## src/rtl/dft6_pkg.sv

```systemverilog
`timescale 1ns/1ps
package dft6_pkg;
  localparam int unsigned NPT       = 6;
  localparam int unsigned RAD_A     = 2;
  localparam int unsigned RAD_B     = 3;
  localparam int unsigned PIPE_LAT  = 3;
  localparam int unsigned COEF_W    = 16;
  localparam int unsigned COEF_FRAC = 15;
  // sin(60 deg) = 0.8660254 scaled by 2^15 and rounded
  localparam logic signed [COEF_W-1:0] SIN60_Q15 = 16'sd28378;

  // residue pair (i2, i3) -> input sample position, Good-Thomas input map
  function automatic int unsigned pfa_in_idx(input int unsigned i2, input int unsigned i3);
    return (3 * i2 + 2 * i3) % NPT;
  endfunction

  // residue pair (k2, k3) -> natural bin index, CRT output map
  function automatic int unsigned crt_out_idx(input int unsigned k2, input int unsigned k3);
    return (3 * k2 + 4 * k3) % NPT;
  endfunction
endpackage

```

## src/rtl/dft6_rst_sync.sv

```systemverilog
`timescale 1ns/1ps
module dft6_rst_sync (
  input  logic clk,
  input  logic arst_n,
  output logic srst_n
);
  logic meta_q;
  logic hold_q;

  always_ff @(posedge clk or negedge arst_n) begin
    if (!arst_n) begin
      meta_q <= 1'b0;
      hold_q <= 1'b0;
    end else begin
      meta_q <= 1'b1;
      hold_q <= meta_q;
    end
  end

  assign srst_n = hold_q;
endmodule

```

## src/rtl/dft6_bfly2.sv

```systemverilog
`timescale 1ns/1ps
module dft6_bfly2 #(
  parameter int IW = 12
) (
  input  logic              clk,
  input  logic              en,
  input  logic [IW-1:0]     a_re,
  input  logic [IW-1:0]     a_im,
  input  logic [IW-1:0]     b_re,
  input  logic [IW-1:0]     b_im,
  output logic [IW:0]       sum_re,
  output logic [IW:0]       sum_im,
  output logic [IW:0]       dif_re,
  output logic [IW:0]       dif_im
);
  logic [IW:0] sum_re_d, sum_im_d, dif_re_d, dif_im_d;

  always_comb begin
    sum_re_d = {a_re[IW-1], a_re} + {b_re[IW-1], b_re};
    sum_im_d = {a_im[IW-1], a_im} + {b_im[IW-1], b_im};
    dif_re_d = {a_re[IW-1], a_re} - {b_re[IW-1], b_re};
    dif_im_d = {a_im[IW-1], a_im} - {b_im[IW-1], b_im};
  end

  always_ff @(posedge clk) begin
    if (en) begin
      sum_re <= sum_re_d;
      sum_im <= sum_im_d;
      dif_re <= dif_re_d;
      dif_im <= dif_im_d;
    end
  end
endmodule

```

## src/rtl/dft6_bfly3.sv

```systemverilog
`timescale 1ns/1ps
module dft6_bfly3
  import dft6_pkg::*;
#(
  parameter int IW = 13
) (
  input  logic            clk,
  input  logic            en_mul,
  input  logic            en_add,
  input  logic [IW-1:0]   a_re,
  input  logic [IW-1:0]   a_im,
  input  logic [IW-1:0]   b_re,
  input  logic [IW-1:0]   b_im,
  input  logic [IW-1:0]   c_re,
  input  logic [IW-1:0]   c_im,
  output logic [IW+1:0]   y0_re,
  output logic [IW+1:0]   y0_im,
  output logic [IW+1:0]   y1_re,
  output logic [IW+1:0]   y1_im,
  output logic [IW+1:0]   y2_re,
  output logic [IW+1:0]   y2_im
);
  localparam int SW = IW + 1;
  localparam int YW = IW + 2;
  localparam int PW = SW + COEF_W - 1;
  localparam logic signed [PW-1:0] RND_HALF = PW'(1) << (COEF_FRAC - 1);

  // multiply stage, next-state
  logic [SW-1:0] s_re, s_im, t_re, t_im;
  logic signed [SW-1:0] d_re, d_im;
  logic [IW-1:0] sh_re, sh_im;
  logic signed [PW-1:0] prod_re, prod_im, rnd_re, rnd_im;
  logic [SW-1:0] pd_re_d, pd_im_d;

  always_comb begin
    s_re  = {b_re[IW-1], b_re} + {c_re[IW-1], c_re};
    s_im  = {b_im[IW-1], b_im} + {c_im[IW-1], c_im};
    d_re  = {b_re[IW-1], b_re} - {c_re[IW-1], c_re};
    d_im  = {b_im[IW-1], b_im} - {c_im[IW-1], c_im};
    sh_re = s_re[SW-1:1];
    sh_im = s_im[SW-1:1];
    t_re  = {a_re[IW-1], a_re} - {sh_re[IW-1], sh_re};
    t_im  = {a_im[IW-1], a_im} - {sh_im[IW-1], sh_im};
    prod_re = d_re * SIN60_Q15;
    prod_im = d_im * SIN60_Q15;
    rnd_re  = prod_re + RND_HALF;
    rnd_im  = prod_im + RND_HALF;
    pd_re_d = rnd_re[COEF_FRAC +: SW];
    pd_im_d = rnd_im[COEF_FRAC +: SW];
  end

  // multiply stage, registers
  logic [IW-1:0] a_re_q, a_im_q;
  logic [SW-1:0] s_re_q, s_im_q, t_re_q, t_im_q, pd_re_q, pd_im_q;

  always_ff @(posedge clk) begin
    if (en_mul) begin
      a_re_q  <= a_re;
      a_im_q  <= a_im;
      s_re_q  <= s_re;
      s_im_q  <= s_im;
      t_re_q  <= t_re;
      t_im_q  <= t_im;
      pd_re_q <= pd_re_d;
      pd_im_q <= pd_im_d;
    end
  end

  // combine stage, next-state
  logic [YW-1:0] y0_re_d, y0_im_d, y1_re_d, y1_im_d, y2_re_d, y2_im_d;
  logic [YW-1:0] tx_re, tx_im, px_re, px_im;

  always_comb begin
    tx_re = {t_re_q[SW-1], t_re_q};
    tx_im = {t_im_q[SW-1], t_im_q};
    px_re = {pd_re_q[SW-1], pd_re_q};
    px_im = {pd_im_q[SW-1], pd_im_q};
    y0_re_d = {{2{a_re_q[IW-1]}}, a_re_q} + {s_re_q[SW-1], s_re_q};
    y0_im_d = {{2{a_im_q[IW-1]}}, a_im_q} + {s_im_q[SW-1], s_im_q};
    // W3 = -1/2 - j*sin60 ; -j*sin60*d = (pd_im) - j(pd_re)
    y1_re_d = tx_re + px_im;
    y1_im_d = tx_im - px_re;
    y2_re_d = tx_re - px_im;
    y2_im_d = tx_im + px_re;
  end

  // combine stage, registers
  always_ff @(posedge clk) begin
    if (en_add) begin
      y0_re <= y0_re_d;
      y0_im <= y0_im_d;
      y1_re <= y1_re_d;
      y1_im <= y1_im_d;
      y2_re <= y2_re_d;
      y2_im <= y2_im_d;
    end
  end
endmodule

```

## src/rtl/dft6_core.sv

```systemverilog
`timescale 1ns/1ps
module dft6_core
  import dft6_pkg::*;
#(
  parameter int DW = 12
) (
  input  logic                        clk,
  input  logic                        rst_n,
  input  logic                        valid_in,
  input  logic [NPT-1:0][DW-1:0]      in_re,
  input  logic [NPT-1:0][DW-1:0]      in_im,
  output logic                        valid_out,
  output logic [NPT-1:0][DW+2:0]      out_re,
  output logic [NPT-1:0][DW+2:0]      out_im
);
  localparam int W1 = DW + 1;
  localparam int OW = DW + 3;

  logic srst_n;

  dft6_rst_sync u_rst (
    .clk    (clk),
    .arst_n (rst_n),
    .srst_n (srst_n)
  );

  // valid pipeline with explicit next-state
  logic [PIPE_LAT-1:0] vld_q, vld_d;

  always_comb begin
    vld_d = {vld_q[PIPE_LAT-2:0], valid_in};
  end

  always_ff @(posedge clk or negedge srst_n) begin
    if (!srst_n) vld_q <= '0;
    else         vld_q <= vld_d;
  end

  assign valid_out = vld_q[PIPE_LAT-1];

  // radix-2 stage: one butterfly per mod-3 residue
  logic [W1-1:0] r2_re [RAD_A][RAD_B];
  logic [W1-1:0] r2_im [RAD_A][RAD_B];

  for (genvar g3 = 0; g3 < RAD_B; g3++) begin : g_r2
    localparam int unsigned IA = pfa_in_idx(0, g3);
    localparam int unsigned IB = pfa_in_idx(1, g3);
    dft6_bfly2 #(.IW(DW)) u_b2 (
      .clk    (clk),
      .en     (valid_in),
      .a_re   (in_re[IA]),
      .a_im   (in_im[IA]),
      .b_re   (in_re[IB]),
      .b_im   (in_im[IB]),
      .sum_re (r2_re[0][g3]),
      .sum_im (r2_im[0][g3]),
      .dif_re (r2_re[1][g3]),
      .dif_im (r2_im[1][g3])
    );
  end

  // radix-3 stage: one butterfly per mod-2 residue, outputs placed by CRT
  for (genvar g2 = 0; g2 < RAD_A; g2++) begin : g_r3
    localparam int unsigned K0 = crt_out_idx(g2, 0);
    localparam int unsigned K1 = crt_out_idx(g2, 1);
    localparam int unsigned K2 = crt_out_idx(g2, 2);
    logic [OW-1:0] y0r, y0i, y1r, y1i, y2r, y2i;

    dft6_bfly3 #(.IW(W1)) u_b3 (
      .clk    (clk),
      .en_mul (vld_q[0]),
      .en_add (vld_q[1]),
      .a_re   (r2_re[g2][0]),
      .a_im   (r2_im[g2][0]),
      .b_re   (r2_re[g2][1]),
      .b_im   (r2_im[g2][1]),
      .c_re   (r2_re[g2][2]),
      .c_im   (r2_im[g2][2]),
      .y0_re  (y0r),
      .y0_im  (y0i),
      .y1_re  (y1r),
      .y1_im  (y1i),
      .y2_re  (y2r),
      .y2_im  (y2i)
    );

    assign out_re[K0] = y0r;
    assign out_im[K0] = y0i;
    assign out_re[K1] = y1r;
    assign out_im[K1] = y1i;
    assign out_re[K2] = y2r;
    assign out_im[K2] = y2i;
  end
endmodule

```

## config.mk

```make
export PLATFORM = sky130hd
export DESIGN_NAME = dft6_core
export DESIGN_NICKNAME = d
export VERILOG_FILES = /design/src/rtl/dft6_pkg.sv /design/src/rtl/dft6_rst_sync.sv /design/src/rtl/dft6_bfly2.sv /design/src/rtl/dft6_bfly3.sv /design/src/rtl/dft6_core.sv
export SDC_FILE = /design/constraint.sdc
export NUM_CORES = 2
export LEC_CHECK = 0
export BUFFER_PORTS_ARGS = -buffer_cell sky130_fd_sc_hd__buf_4
export CAP_MARGIN = 10
export CORE_MARGIN = 4
export CORE_UTILIZATION = 35
export DETAILED_ROUTE_END_ITERATION = 16
export PLACE_DENSITY_LB_ADDON = 0.2
export SKIP_CTS_REPAIR_TIMING = 1
export SLEW_MARGIN = 20
export SYNTH_ARGS = -nofsm -noshare
export SYNTH_HDL_FRONTEND = slang
export SYNTH_SLANG_ARGS = --single-unit
```

## constraint.sdc

```tcl
create_clock -name clk -period 0.8 [get_ports clk]
set_clock_uncertainty 0.1 [all_clocks]
set_input_delay 0.04 -clock clk [delete_from_list [all_inputs] [get_ports clk]]
set_output_delay 0.04 -clock clk [all_outputs]
set_load 0.005 [all_outputs]
```

After elaboration in Yosys (flattened, before gate mapping):

Index checks and enable logic that the tools add are counted.

* memories: 0
* bits in writable memories: 0
* latch bits: 0
* bits of input ports: 147
* bits in read-only memories: 0
* logic and storage cells: 87
* bits in registers: 561

* divide/modulo/power cells: 0
* bitwise gates (word level): 0
* shift-type cells: 0
* $add $sub $neg: 40
* order comparisons: 0
* mux-type cells: 0
* $mul: 4
* equal/unequal tests: 0
* reduce and logical (&&, ||, !) cells: 0

Operator list (count)
* 29-bit by 16-bit adder with 29-bit output, second input constant: 4
* 14-bit by 15-bit multiplier with 28-bit output, second input constant: 4
* 13-bit by 13-bit subtractor with 14-bit output: 8
* 12-bit by 12-bit adder with 13-bit output: 6
* 12-bit by 12-bit subtractor with 13-bit output: 6
* 13-bit by 14-bit adder with 15-bit output: 4
* 14-bit by 14-bit adder with 15-bit output: 4
* 14-bit by 14-bit subtractor with 15-bit output: 4
* 13-bit by 13-bit adder with 14-bit output: 4

Longest topological paths before layout:

* depth in word-level cells: 3
* gate-level depth with buffers: 36
* gate-level depth less buffers: 35

Modules after synthesis:

Synthesis repeated with hierarchy kept, for this count alone.

* cells, all modules: 5340
* area total of the unflattened synthesis: 54572.3 um2

Modules (own cells, without submodules)
* dft6_bfly3 at g_r3[1].u_b3: times used 1, area each 21581.9 um2, cells an instance 2104
* dft6_bfly3 at g_r3[0].u_b3: times used 1, area each 20850.0 um2, cells an instance 2021
* dft6_bfly2: times used 3, area each 4003.8 um2, cells an instance 403
* dft6_core: times used 1, area each 75.1 um2, cells an instance 3
* dft6_rst_sync: times used 1, area each 53.8 um2, cells an instance 3

Least setup slack after synthesis:

No wires, ideal clock.

* kind: register to register
* from: register, netlist name g_r2[1].u_b2.dif_re[0]
* to: register g_r3[0].u_b3.pd_re_q[13] (data pin)
* library setup time: 0.260 ns
* period minus slack after synthesis: 8.822 ns
* slack: -8.022 ns
* arrival time: 8.462 ns
* cell stages (with the launch flop): 35
* required time: 0.440 ns
* cells stage by stage: edfxtp_1 -> inv_1 -> ha_1 -> inv_1 -> fa_1 -> a21o_1 -> a21oi_1 -> o21bai_1 -> a21oi_1 -> nor2_1 -> nor2_1 -> o21ai_0 -> o41a_1 -> xor2_1 -> xnor2_1 -> ha_1 -> a21oi_1 -> fa_1 -> inv_1 -> fa_1 -> fa_1 -> fa_1 -> ha_1 -> ha_1 -> buf_2 -> a211o_1 -> a21oi_1 -> a21oi_1 -> a2111oi_1 -> xnor2_1 -> nand4_2 -> or4_4 -> or3_1 -> nand3_1 -> xnor2_1

RTL lines
* end signal, assigned: line dft6_bfly3.sv:64 `pd_re_q <= pd_re_d;`
* end, declared: line dft6_bfly3.sv:54 `logic [SW-1:0] s_re_q, s_im_q, t_re_q, t_im_q, pd_re_q, pd_im_q;`

==> results.sh <==
export IMPL_first_pass_iters=7
export IMPL_clkSinkCount=545
export IMPL_core_area_um2=146300
export IMPL_wl_per_cell_um=17.00
export IMPL_synth_area_um2=51690
export IMPL_grt_ovfl_total=0
export IMPL_worstSetupPathType="register to register"
export IMPL_ios=328
export IMPL_cp_data_arrival_time_ns=8.60
export IMPL_rsz0062_at_grt="true"
export IMPL_gp_congestion=0.9196
export IMPL_rows=140
export IMPL_fin_tns_setup_ns=-1207.78
export IMPL_drv_cap=0
export IMPL_min_period_ns=8.280
export IMPL_fin_nets=8355
export IMPL_fmax_ghz=0.1208
export IMPL_antenna_found_initial=13
export IMPL_setup_viol=1075
export IMPL_drtIter0Drc=1885
export IMPL_clk_latency_ns=0.66
export IMPL_vias=41810
export IMPL_final_common_cell="buf_4"
export IMPL_hold_viol_final=249
export IMPL_violations="negative hold slack, negative setup slack"
export IMPL_syn_nets=6315
export IMPL_syn_instance_count=4986
export IMPL_grt_pass1_vias=42250
export IMPL_fin_crit_sh=10.35
export IMPL_max_clock_path_buffers=3
export IMPL_synthDistinctLibCells=96
export IMPL_synth_seq_cells=545
export IMPL_critPathMostFrequentCell="ha_4"
export IMPL_die_area_um2=153900
export IMPL_cts_tree="yes"
export IMPL_hpwl_um=130700
export IMPL_ys_seq_area_frac=0.3162
export IMPL_cp_slowest_stage_delay_ns=0.57
export IMPL_io_buffers=327
export IMPL_hold_path_class="input port to register"
export IMPL_worst_pin_slew_ns=0.5865
export IMPL_drcViolationCount=0
export IMPL_setup_slack_ns=-7.480
export IMPL_clockRootBuffer="clkbuf_16"
export IMPL_layout_drive_gt1_share=0.4025
export IMPL_hold_slack_ns=-0.2927
export IMPL_die_y_um=392.3
export IMPL_worst_path_max_fanout=7
export IMPL_cp_slowest_cell="fa_2"
export IMPL_grt_pass1_wl_um=231100
export IMPL_synthArstFlopShare=0.009174
export IMPL_htree_levels=3
export IMPL_finalMaxSlewViolations=0
export IMPL_cts_buffers=70
export IMPL_syn_area_per_cell_um2=10.37
export IMPL_relSlewSlack=0.6071
export IMPL_areaGrowthSynthToFinish_pct=47.89
export IMPL_clk_pin_slew_ns=0.06
export IMPL_required_ns=1.12
export IMPL_crit_path_start_kind="register"
export IMPL_ant_nets=0
export IMPL_die_w_um=392.3
export IMPL_start_util=0.3534
export IMPL_grtUsageTotal=0.1939
export IMPL_synth_edf_count=540
export IMPL_yosys_warnings=0
export IMPL_avgViaCountPerCell=4.643
export IMPL_finalWirelength_um=153100
export IMPL_cp_end_kind="register"
export IMPL_mostFrequentLayoutCells="1933 x buf_4, 926 x inv_1, 702 x ha_1"
export IMPL_outcome="complete, but fails checks"
export IMPL_grt_max_degree=28
export IMPL_ys_flop_type="edfxtp_1"
[synthesized netlist by cell type (all sizes together), types with 42 or more instances]
master	count	area, µm²
xnor2	291	2549
a21oi	271	1375
nand2b	68	425.4
nand3	42	215.2
nand2	137	514.2
nor3	80	405.4
o21ai	261	1310
and3	57	356.6
nor2b	65	406.6
edfxtp	540	16220
fa	340	6807
nor2	264	991.0
ha	842	10540
xor2	138	1209
inv	990	3716
o21bai	86	645.6
[layer usage]
| layer | global-route usage | vias to the layer above | routed length [µm] |
|---|---|---|---|
| met1 | 0.2697 | 20080 | 71870 |
| met2 | 0.3263 | 635 | 72720 |
| met3 | 0.02388 | 124 | 5965 |
| met4 | 0.03699 | 2 | 2526 |
| met5 | 0 | - | 13 |
| li1 | - | 20960 | - |
[kinds of logic after synthesis]
family,after synthesis,share of synthesized area
and+or+nand+nor,848,0.08228
muxes,11,0.002179
buffers and inverters,1041,0.07635
other,1,0.00007255
adders and majority gates,1183,0.3357
xor gates and xnor gates,431,0.07357
DFF,545,0.3162
AOI/OAI and AO/OA,926,0.1137
[final timing paths]
kind                                        startpoint                        to  slack [ns]  cells past startpoint
min in group asynchronous                 u_rst.srst_n                  vld_q[2]       -0.03                      0
worst min register to register            u_rst.srst_n                  vld_q[2]       -0.03                      0
worst max register to register  g_r2[1].u_b2.dif_re[0]  g_r3[0].u_b3.pd_re_q[13]       -7.48                     34
worst min-delay path                          valid_in    g_r2[0].u_b2.dif_re[0]       -0.29                      1
max in group asynchronous                        rst_n              u_rst.meta_q        0.33                      3
worst max-delay path            g_r2[1].u_b2.dif_re[0]  g_r3[0].u_b3.pd_re_q[13]       -7.48                     34
[flip-flops by register name, indices dropped and copies added, names as in the netlist]
| signal | count |
|---|---|
| g_r2.u_b2.dif_re | 39 |
| g_r2.u_b2.dif_im | 38 |
| g_r2.u_b2.sum_im | 37 |
| g_r2.u_b2.sum_re | 36 |
| g_r3.u_b3.y2_im | 30 |
| g_r3.u_b3.y2_re | 30 |
| g_r3.u_b3.y0_im | 29 |
| g_r3.u_b3.y0_re | 29 |
| g_r3.u_b3.pd_im_q | 28 |
| g_r3.u_b3.pd_re_q | 28 |
| g_r3.u_b3.t_im_q | 28 |
| g_r3.u_b3.t_re_q | 28 |
| g_r3.u_b3.y1_im | 28 |
| g_r3.u_b3.y1_re | 28 |
| g_r3.u_b3.s_im_q | 27 |
| g_r3.u_b3.s_re_q | 27 |
| g_r3.u_b3.a_im_q | 25 |
| g_r3.u_b3.a_re_q | 25 |
| vld_q | 3 |
| u_rst.meta_q | 1 |
| u_rst.srst_n | 1 |
[final cells by class]
type                    count  area (µm²)
fillers                 13020       69830
multi-input cells        3400       35780
flip-flops and latches    545       16350
repair buffers           2019       15690
inverters                 990        3846
well taps                1917        2399
clock buffers              82        1882
clock inverters            45       478.0
diodes                      6       15.01
[through the flow]
step	setup WS [ns]	utilization	instances	cell area, µm²
after floorplan	-7.442	-	4986	53730
after global placement	-7.453	0.4832	8783	70680
after detailed placement	-7.556	0.4832	8783	70680
after CTS	-7.594	0.4994	8910	73040
after global routing	-7.769	0.5226	9002	76430
final	-7.480	0.5226	9004	76440
[worst max-delay path: cells and delay by family (launching register included)]
kind / cells / cell delay (ns)
compound gates: 10 / 1.62
flops: 1 / 0.40
simple gates: 8 / 1.92
fa+ha+maj: 9 / 3.20
xor+xnor: 3 / 0.47
buf+inv: 4 / 0.28
Power is left out: the tool's default activity adds up to more than one toggle a clock period on the data nets, which glitch-free logic cannot reach.
